[config.mk]
export PLATFORM = sky130hd
export DESIGN_NAME = intx_aggregator
export DESIGN_NICKNAME = d
export VERILOG_FILES = /design/src/rtl/intx_pkg.sv /design/src/rtl/intx_level_tracker.sv /design/src/rtl/intx_route_sum.sv /design/src/rtl/intx_line_counter.sv /design/src/rtl/intx_aggregator.sv
export SDC_FILE = /design/constraint.sdc
export NUM_CORES = 1
export LEC_CHECK = 0
export CAP_MARGIN = 40
export CORE_UTILIZATION = 48
export DETAILED_ROUTE_END_ITERATION = 6
export GPL_TIMING_DRIVEN = 0
export PLACE_DENSITY = 0.77
export REMOVE_ABC_BUFFERS = 1
export SLEW_MARGIN = 15
export SYNTH_ARGS = -nofsm -noshare
export SYNTH_HDL_FRONTEND = slang
export SYNTH_SLANG_ARGS = --single-unit
export TNS_END_PERCENT = 30
[constraint.sdc]
create_clock -name clk -period 10.8 [get_ports clk]
set_clock_uncertainty 0.1 [all_clocks]
set_input_delay 2.16 -clock clk [delete_from_list [all_inputs] [get_ports clk]]
set_output_delay 2.16 -clock clk [all_outputs]
set_load 0.03 [all_outputs]
[src/rtl/intx_pkg.sv]
package intx_pkg;

  localparam int PINS_PER_SLOT = 4;
  localparam int BUS_LINES     = 4;

  // Rotate a pin number by a device number onto one of the four bus lines.
  function automatic logic [1:0] swizzle(input int dev, input int pin);
    int sum;
    sum = (dev + pin) % BUS_LINES;
    return sum[1:0];
  endfunction

  // Full route: slot swizzle, then optionally the bridge's own swizzle.
  function automatic logic [1:0] route_line(input int dev, input int pin,
                                            input bit brg_en, input int brg_dev);
    logic [1:0] first;
    first = swizzle(dev, pin);
    if (brg_en) return swizzle(brg_dev, int'(first));
    return first;
  endfunction

  // Counter width able to hold every source of the block.
  function automatic int count_width(input int slots);
    return $clog2(slots * PINS_PER_SLOT + 1);
  endfunction

endpackage

[src/rtl/intx_level_tracker.sv]
module intx_level_tracker #(
  parameter int WIDTH = 4
) (
  input  logic             clk,
  input  logic             rst,
  input  logic [WIDTH-1:0] lvl_in,
  output logic [WIDTH-1:0] lvl_q,
  output logic [WIDTH-1:0] rise,
  output logic [WIDTH-1:0] fall
);

  always_ff @(posedge clk) begin
    if (rst) lvl_q <= '0;
    else     lvl_q <= lvl_in;
  end

  // Events only when a sampled level differs from the held one.
  assign rise = rst ? '0 : (lvl_in & ~lvl_q);
  assign fall = rst ? '0 : (~lvl_in & lvl_q);

endmodule

[src/rtl/intx_route_sum.sv]
module intx_route_sum
  import intx_pkg::*;
#(
  parameter int NUM_SLOTS  = 8,
  parameter int FIRST_DEV  = 0,
  parameter bit BRIDGE_EN  = 1'b0,
  parameter int BRIDGE_DEV = 0,
  parameter int CW         = 6
) (
  input  logic [NUM_SLOTS*PINS_PER_SLOT-1:0] rise,
  input  logic [NUM_SLOTS*PINS_PER_SLOT-1:0] fall,
  output logic [BUS_LINES*CW-1:0]            up_cnt,
  output logic [BUS_LINES*CW-1:0]            dn_cnt
);

  logic [CW-1:0] up_a [BUS_LINES];
  logic [CW-1:0] dn_a [BUS_LINES];

  always_comb begin
    logic [1:0] ln;
    ln = '0;
    for (int l = 0; l < BUS_LINES; l++) begin
      up_a[l] = '0;
      dn_a[l] = '0;
    end
    for (int s = 0; s < NUM_SLOTS; s++) begin
      for (int p = 0; p < PINS_PER_SLOT; p++) begin
        ln = route_line(FIRST_DEV + s, p, BRIDGE_EN, BRIDGE_DEV);
        if (rise[s*PINS_PER_SLOT + p]) up_a[ln] = up_a[ln] + CW'(1);
        if (fall[s*PINS_PER_SLOT + p]) dn_a[ln] = dn_a[ln] + CW'(1);
      end
    end
  end

  for (genvar l = 0; l < BUS_LINES; l++) begin : g_pack
    assign up_cnt[l*CW +: CW] = up_a[l];
    assign dn_cnt[l*CW +: CW] = dn_a[l];
  end

endmodule

[src/rtl/intx_line_counter.sv]
module intx_line_counter #(
  parameter int CW = 6
) (
  input  logic          clk,
  input  logic          rst,
  input  logic [CW-1:0] up,
  input  logic [CW-1:0] dn,
  output logic [CW-1:0] count_q,
  output logic          active
);

  always_ff @(posedge clk) begin
    if (rst) count_q <= '0;
    else     count_q <= count_q + up - dn;
  end

  assign active = |count_q;

endmodule

[src/rtl/intx_aggregator.sv]
module intx_aggregator
  import intx_pkg::*;
#(
  parameter int NUM_SLOTS  = 8,
  parameter int FIRST_DEV  = 0,
  parameter bit BRIDGE_EN  = 1'b0,
  parameter int BRIDGE_DEV = 0,
  localparam int CW        = count_width(NUM_SLOTS),
  localparam int NPINS     = NUM_SLOTS * PINS_PER_SLOT
) (
  input  logic                    clk,
  input  logic                    rst,
  input  logic [NPINS-1:0]        pin_lvl,
  output logic [BUS_LINES-1:0]    irq_line,
  output logic [BUS_LINES*CW-1:0] cnt_dbg
);

  // Named internal events, visible to the bound checker.
  logic [NPINS-1:0]        held_lvl;
  logic [NPINS-1:0]        rise_evt;
  logic [NPINS-1:0]        fall_evt;
  logic [BUS_LINES*CW-1:0] up_cnt;
  logic [BUS_LINES*CW-1:0] dn_cnt;

  for (genvar s = 0; s < NUM_SLOTS; s++) begin : g_slot
    intx_level_tracker #(.WIDTH(PINS_PER_SLOT)) u_trk (
      .clk    (clk),
      .rst    (rst),
      .lvl_in (pin_lvl [s*PINS_PER_SLOT +: PINS_PER_SLOT]),
      .lvl_q  (held_lvl[s*PINS_PER_SLOT +: PINS_PER_SLOT]),
      .rise   (rise_evt[s*PINS_PER_SLOT +: PINS_PER_SLOT]),
      .fall   (fall_evt[s*PINS_PER_SLOT +: PINS_PER_SLOT])
    );
  end

  intx_route_sum #(
    .NUM_SLOTS (NUM_SLOTS),
    .FIRST_DEV (FIRST_DEV),
    .BRIDGE_EN (BRIDGE_EN),
    .BRIDGE_DEV(BRIDGE_DEV),
    .CW        (CW)
  ) u_route (
    .rise   (rise_evt),
    .fall   (fall_evt),
    .up_cnt (up_cnt),
    .dn_cnt (dn_cnt)
  );

  for (genvar l = 0; l < BUS_LINES; l++) begin : g_line
    intx_line_counter #(.CW(CW)) u_cnt (
      .clk     (clk),
      .rst     (rst),
      .up      (up_cnt[l*CW +: CW]),
      .dn      (dn_cnt[l*CW +: CW]),
      .count_q (cnt_dbg[l*CW +: CW]),
      .active  (irq_line[l])
    );
  end

endmodule

==> flow_metrics.env, run 1 <==
export IMPL_p_per_area_nw_per_um2=144
export IMPL_synthTopCellsByArea="ha_1 (14%), dfxtp_1 (13%), xnor2_1 (9.5%)"
export IMPL_synth_top_area_frac=0.139
export IMPL_setup_viol=0
export IMPL_async_reset_ff_frac=0
export IMPL_grt_max_degree=68
export IMPL_clk_latency_ps=320
export IMPL_gr_total_overflow=0
export IMPL_pre_cts_ws_ps=2390
export IMPL_htreeDepth=2
export IMPL_first_iter_violations=211
export IMPL_p_leak_uw=0.00393
export IMPL_fin_crit_sh=0.741
export IMPL_path_class="in2reg"
export IMPL_whs_path_depth=2
export IMPL_grt_pass1_wl_um=27200
export IMPL_diodes=0
export IMPL_synth_edf_count=0
export IMPL_whs_ps=533
export IMPL_cts_tree="built"
export IMPL_crit_path_max_incr_delay_ps=500
export IMPL_vias=6659
export IMPL_path_depth=27
export IMPL_syn_to_final_growth_pct=10.9
export IMPL_synth_cell_types=86
export IMPL_via_per_inst=5.20
export IMPL_finalMaxSlewViolations=0
export IMPL_power_total_uw=1340
export IMPL_syn_area_um2=8400
export IMPL_n_fill_cell=1595
export IMPL_cp_arrival_ps=8090
export IMPL_fin_ws_ps=2790
export IMPL_post_dp_hpwl_um=12800
export IMPL_grt_pass1_vias=6275
export IMPL_tightest_slew_ps=707
export IMPL_yosys_top_cells_count="ha_1 (93), inv_1 (93), xnor2_1 (91)"
export IMPL_rsz0062_at_grt="no"
export IMPL_wire_per_inst_um=12.1
export IMPL_clk_pin_slew_ps=80
export IMPL_drc_errors=0
export IMPL_io_pins=62
export IMPL_io_buffers=61
export IMPL_std_cell_rows=47
export IMPL_initial_utilization=0.499
export IMPL_final_util=0.554
export IMPL_max_vdd_ir_drop_mv=0.139
export IMPL_place_gp_congestion=0.846
export IMPL_r2r_cells=24
export IMPL_cts_root_buf="clkbuf_16"
export IMPL_fin_crit_ps=8010
export IMPL_clock_fmax_mhz=125
export IMPL_die_h_um=134
export IMPL_yosys_warnings=0
export IMPL_track_usage=0.180
export IMPL_die_w_um=134
export IMPL_hold_viol_final=0
export IMPL_cp_max_fo=67
export IMPL_syn_inst=1014
export IMPL_wl_um=15500
export IMPL_postSynthAreaPerCell_um2=8.28
export IMPL_cp_slowest_cell="fa_1"
export IMPL_synth_top_cell_by_area="ha_1"
export IMPL_ys_seq_area_frac=0.133
export IMPL_cap_viol_max_count=0
export IMPL_hold_buffers=0
export IMPL_antenna_found_initial=1
export IMPL_first_pass_iters=4
export IMPL_ys_ff_latch=56
export IMPL_cp_num_buf_inv=5
export IMPL_path_common_cell="ha_1"
export IMPL_status="finished clean"
export IMPL_fin_nets=1207
export IMPL_cts_max_path_buffers=2
export IMPL_relSlewSlack=0.525
export IMPL_cts_resized_gates=0
export IMPL_critPathCaptureType="register"
export IMPL_cts_buffers=5
export IMPL_clock_sinks=56
export IMPL_start_kind="input port"
export IMPL_synth_ff_type="dfxtp_1"
export IMPL_cp_top_family="adder cells"
export IMPL_worstPathRequired_ps=10880
export IMPL_hold_path_class="reg2reg"
export IMPL_dieArea_um2=18000
export IMPL_fp_coreArea_um2=16800
export IMPL_postCtsSetupBuffers=0
export IMPL_ant_nets=0
export IMPL_drive_above_1_share=0.0754
[cells in the final DEF, fill, tap and decap left out, types with 13 or more instances in the layout]
| master | synthesis | layout |
|---|---|---|
| inv_1 | 93 | 93 |
| ha_1 | 93 | 93 |
| xnor2_1 | 91 | 91 |
| nand2_1 | 82 | 82 |
| nor2_1 | 74 | 74 |
| nor2b_1 | 65 | 65 |
| clkdlybuf4s50_1 | 0 | 60 |
| dfxtp_1 | 56 | 56 |
| xor2_1 | 50 | 50 |
| a21oi_1 | 40 | 40 |
| nand3_1 | 29 | 29 |
| mux2i_1 | 23 | 23 |
| o21ai_0 | 22 | 22 |
| fa_1 | 20 | 20 |
| nor3b_1 | 16 | 16 |
| nand2b_1 | 16 | 16 |
| nor3_1 | 14 | 14 |
| nor3b_4 | 13 | 13 |
[registers in the layout, indices dropped and copies added (netlist names)]
name and count:
g_line.u_cnt.count_q 24, g_slot.u_trk.lvl_q 32
[metal layers]
layer,part of all wire,global-route usage
met1,0.48,0.227
met2,0.48,0.318
met3,0.030,0.0355
met4,0.0085,0.0362
met5,0,0
[cell families after synthesis]
logic type                 share of synthesized area
AOI/OAI and AO/OA                              0.118
xor gates and xnor gates                       0.185
adders and majority gates                      0.188
buffers and inverters                         0.0609
DFF                                            0.133
muxes                                         0.0448
and+or+nand+nor                                0.271
[metrics by stage]
step	cells	area, um2	TNS, ps
3_3_place_gp	1272	9130	-25090
4_1_cts	1281	9320	0
6_report	1281	9320	0
5_1_grt	1281	9320	0
3_5_place_dp	1273	9160	0
2_1_floorplan	991	8250	0
[path summary, 6_finish.rpt]
path | startpoint | to | slack, ps
setup reg to reg | g_slot[1].u_trk.lvl_q[3] | g_line[0].u_cnt.count_q[5] | 5190
hold reg to reg | g_line[3].u_cnt.count_q[0] | g_line[3].u_cnt.count_q[0] | 530
setup / recovery | rst | g_line[0].u_cnt.count_q[5] | 2790
hold / removal | g_line[3].u_cnt.count_q[0] | g_line[3].u_cnt.count_q[0] | 530
[final cells by class]
cell class,count,area [um2],share of cell area
Clock buffer,6,139,0.0149
Sequential cell,56,1120,0.120
Inverter,96,360,0.0387
Clock inverter,2,15.0,0.00161
Tap cell,220,275,0.0296
Timing Repair Buffer,62,639,0.0686
Multi-Input combinational cell,839,6770,0.726
[power breakdown]
part,internal [uW],leakage (uW),switching (uW)
Combinational,402,0.00340,463
Clock,92.8,0.0000691,88.6
Sequential,255,0.000467,38.9
[worst min-delay path: stages (launching register included)]
cell and delay (ps):
dfxtp_1 360, ha_1 130, nor2b_1 100
Note: power is estimated with default switching activity, not from simulation.
==> run 2, diff against run 1 <==
- clock period: 10.8 -> 7.9 ns (I/O delays scaled with it)
==> flow_metrics.env, run 2 (same netlist as run 1, synthesis figures left out) <==
export IMPL_status="finished clean"
export IMPL_max_vdd_ir_drop_mv=0.190
export IMPL_timing_rr_start="g_slot[1].u_trk.lvl_q[3]"
export IMPL_drc_errors=0
export IMPL_start_kind="input port"
export IMPL_clkPwrFrac=0.135
export IMPL_p_switching_uw=808
export IMPL_vias=6659
export IMPL_cp_max_fo=67
export IMPL_track_usage=0.180
export IMPL_tightest_slew_ps=707
export IMPL_clk_pin_slew_ps=80
export IMPL_hold_buffers=0
export IMPL_whs_path_depth=2
export IMPL_fin_crit_ps=7330
export IMPL_worstPathRequired_ps=7990
export IMPL_first_pass_iters=4
export IMPL_cts_tree="built"
export IMPL_wl_um=15500
export IMPL_std_cell_rows=47
export IMPL_whs_ps=533
export IMPL_die_h_um=134
export IMPL_regToRegSetupSlack_ps=2290
export IMPL_first_iter_violations=211
export IMPL_cp_arrival_ps=7420
export IMPL_gr_total_overflow=0
export IMPL_io_buffers=61
export IMPL_setup_viol=0
export IMPL_htreeDepth=2
export IMPL_diodes=0
export IMPL_p_per_area_nw_per_um2=197
export IMPL_worst_hold_startpoint="g_line[3].u_cnt.count_q[0]"
export IMPL_grt_max_degree=68
export IMPL_r2r_end="g_line[0].u_cnt.count_q[5]"
export IMPL_r2r_cells=24
export IMPL_clock_fmax_mhz=136
export IMPL_holdPathEnd="g_line[3].u_cnt.count_q[0]"
export IMPL_die_w_um=134
export IMPL_antenna_found_initial=1
export IMPL_comb_power_share=0.646
export IMPL_swShare=0.441
export IMPL_power_frac_seq=0.219
export IMPL_cts_root_buf="clkbuf_16"
export IMPL_fin_crit_sh=0.928
export IMPL_largest_reg_flops=32
export IMPL_p_leak_uw=0.00394
export IMPL_hold_path_class="reg2reg"
export IMPL_mostFrequentLayoutCells="inv_1 (93), ha_1 (93), xnor2_1 (91)"
export IMPL_initial_utilization=0.499
export IMPL_clk_latency_ps=320
export IMPL_cts_buffers=5
export IMPL_largest_registers="g_slot.u_trk.lvl_q x32, g_line.u_cnt.count_q x24"
export IMPL_io_pins=62
export IMPL_final_util=0.554
export IMPL_critPathCaptureType="register"
export IMPL_drive_above_1_share=0.0754
export IMPL_wire_per_inst_um=12.1
export IMPL_largest_register="g_slot.u_trk.lvl_q"
export IMPL_grt_pass1_wl_um=27200
export IMPL_finalMaxSlewViolations=0
export IMPL_clock_sinks=56
export IMPL_syn_to_final_growth_pct=11.0
export IMPL_post_dp_hpwl_um=12800
export IMPL_fin_nets=1207
export IMPL_via_per_inst=5.20
export IMPL_dieArea_um2=18000
export IMPL_cap_viol_max_count=0
export IMPL_rsz0062_at_grt="no"
export IMPL_cts_max_path_buffers=2
export IMPL_place_gp_congestion=0.846
export IMPL_intPower_uw=1030
export IMPL_grt_pass1_vias=6275
export IMPL_relSlewSlack=0.525
export IMPL_ant_nets=0
export IMPL_hold_viol_final=0
export IMPL_path_class="in2reg"
export IMPL_fp_coreArea_um2=16800
==> run 2: cell counts in the layout (fill, tap and decap cells not counted) <==
Identical to the previous run, type by type.
==> run 2: how the worst max path moves through the flow <==
stage                     depth (start not counted)  startpoint                         end
final                                            27         rst  g_line[0].u_cnt.count_q[5]
after floorplan                                  23         rst  g_line[3].u_cnt.count_q[5]
after CTS                                        27         rst  g_line[0].u_cnt.count_q[5]
after detailed placement                         27         rst  g_line[0].u_cnt.count_q[5]
after global routing                             27         rst  g_line[0].u_cnt.count_q[5]
after global placement                           25         rst  g_line[3].u_cnt.count_q[5]
==> run 2: cell type report <==
type	instances	area, um2
timing repair buffer	62	643
inverter	96	360
clock buffer	6	139
multi-input combinational	839	6770
tap	220	275
clock inverter	2	15.0
sequential	56	1120
fill	1593	7500
==> run 2: critical path, stage by stage <==
cell	delay, ps
buf_8	350
buf_16	320
nor2b_1	100
nand2b_1	150
inv_1	80
ha_1	350
clkinv_1	240
xnor2_1	300
ha_1	330
o21a_1	200
a21oi_1	170
o32ai_1	130
xnor2_1	150
a21boi_1	210
ha_1	260
mux2_2	290
ha_1	300
mux2i_1	210
fa_1	500
inv_1	90
ha_1	220
a21o_1	180
a21oi_1	220
o21bai_1	90
a21oi_1	180
xnor2_1	140
nor2_1	50
==> run 2: stage by stage <==
step | instances | power, uW | setup TNS [ps] | setup WS (ps) | cell area [um2]
final | 1281 | 1830 | 0 | 565 | 9320
after global routing | 1281 | 2020 | 0 | 52.3 | 9320
after CTS | 1281 | 1860 | 0 | 392 | 9320
after detailed placement | 1273 | 1600 | 0 | 67.4 | 9160
after global placement | 1272 | 1560 | -76900 | -4310 | 9130
after floorplan | 991 | 1300 | 0 | 1330 | 8250
==> run 2: layer usage <==
layer | wire (um) | vias to the layer above | track usage
met5 | 0 | - | 0
met4 | 131 | 0 | 0.0362
met3 | 461 | 8 | 0.0355
met2 | 7430 | 52 | 0.318
met1 | 7460 | 3048 | 0.227
li1 | - | 3551 | -
==> run 2: power by group through the flow <==
stage	clock network [uW]	logic, uW	registers, uW
6_report	248	1180	402
5_1_grt	266	1340	412
4_1_cts	259	1200	404
3_5_place_dp	0	1190	410
3_3_place_gp	0	1150	410
2_1_floorplan	0	797	499
==> run 2: repair_timing <==
action | CTS | global route
setup endpoints to repair | 0 | 1
gates resized for setup | 0 | 2
setup buffers | 0 | 0
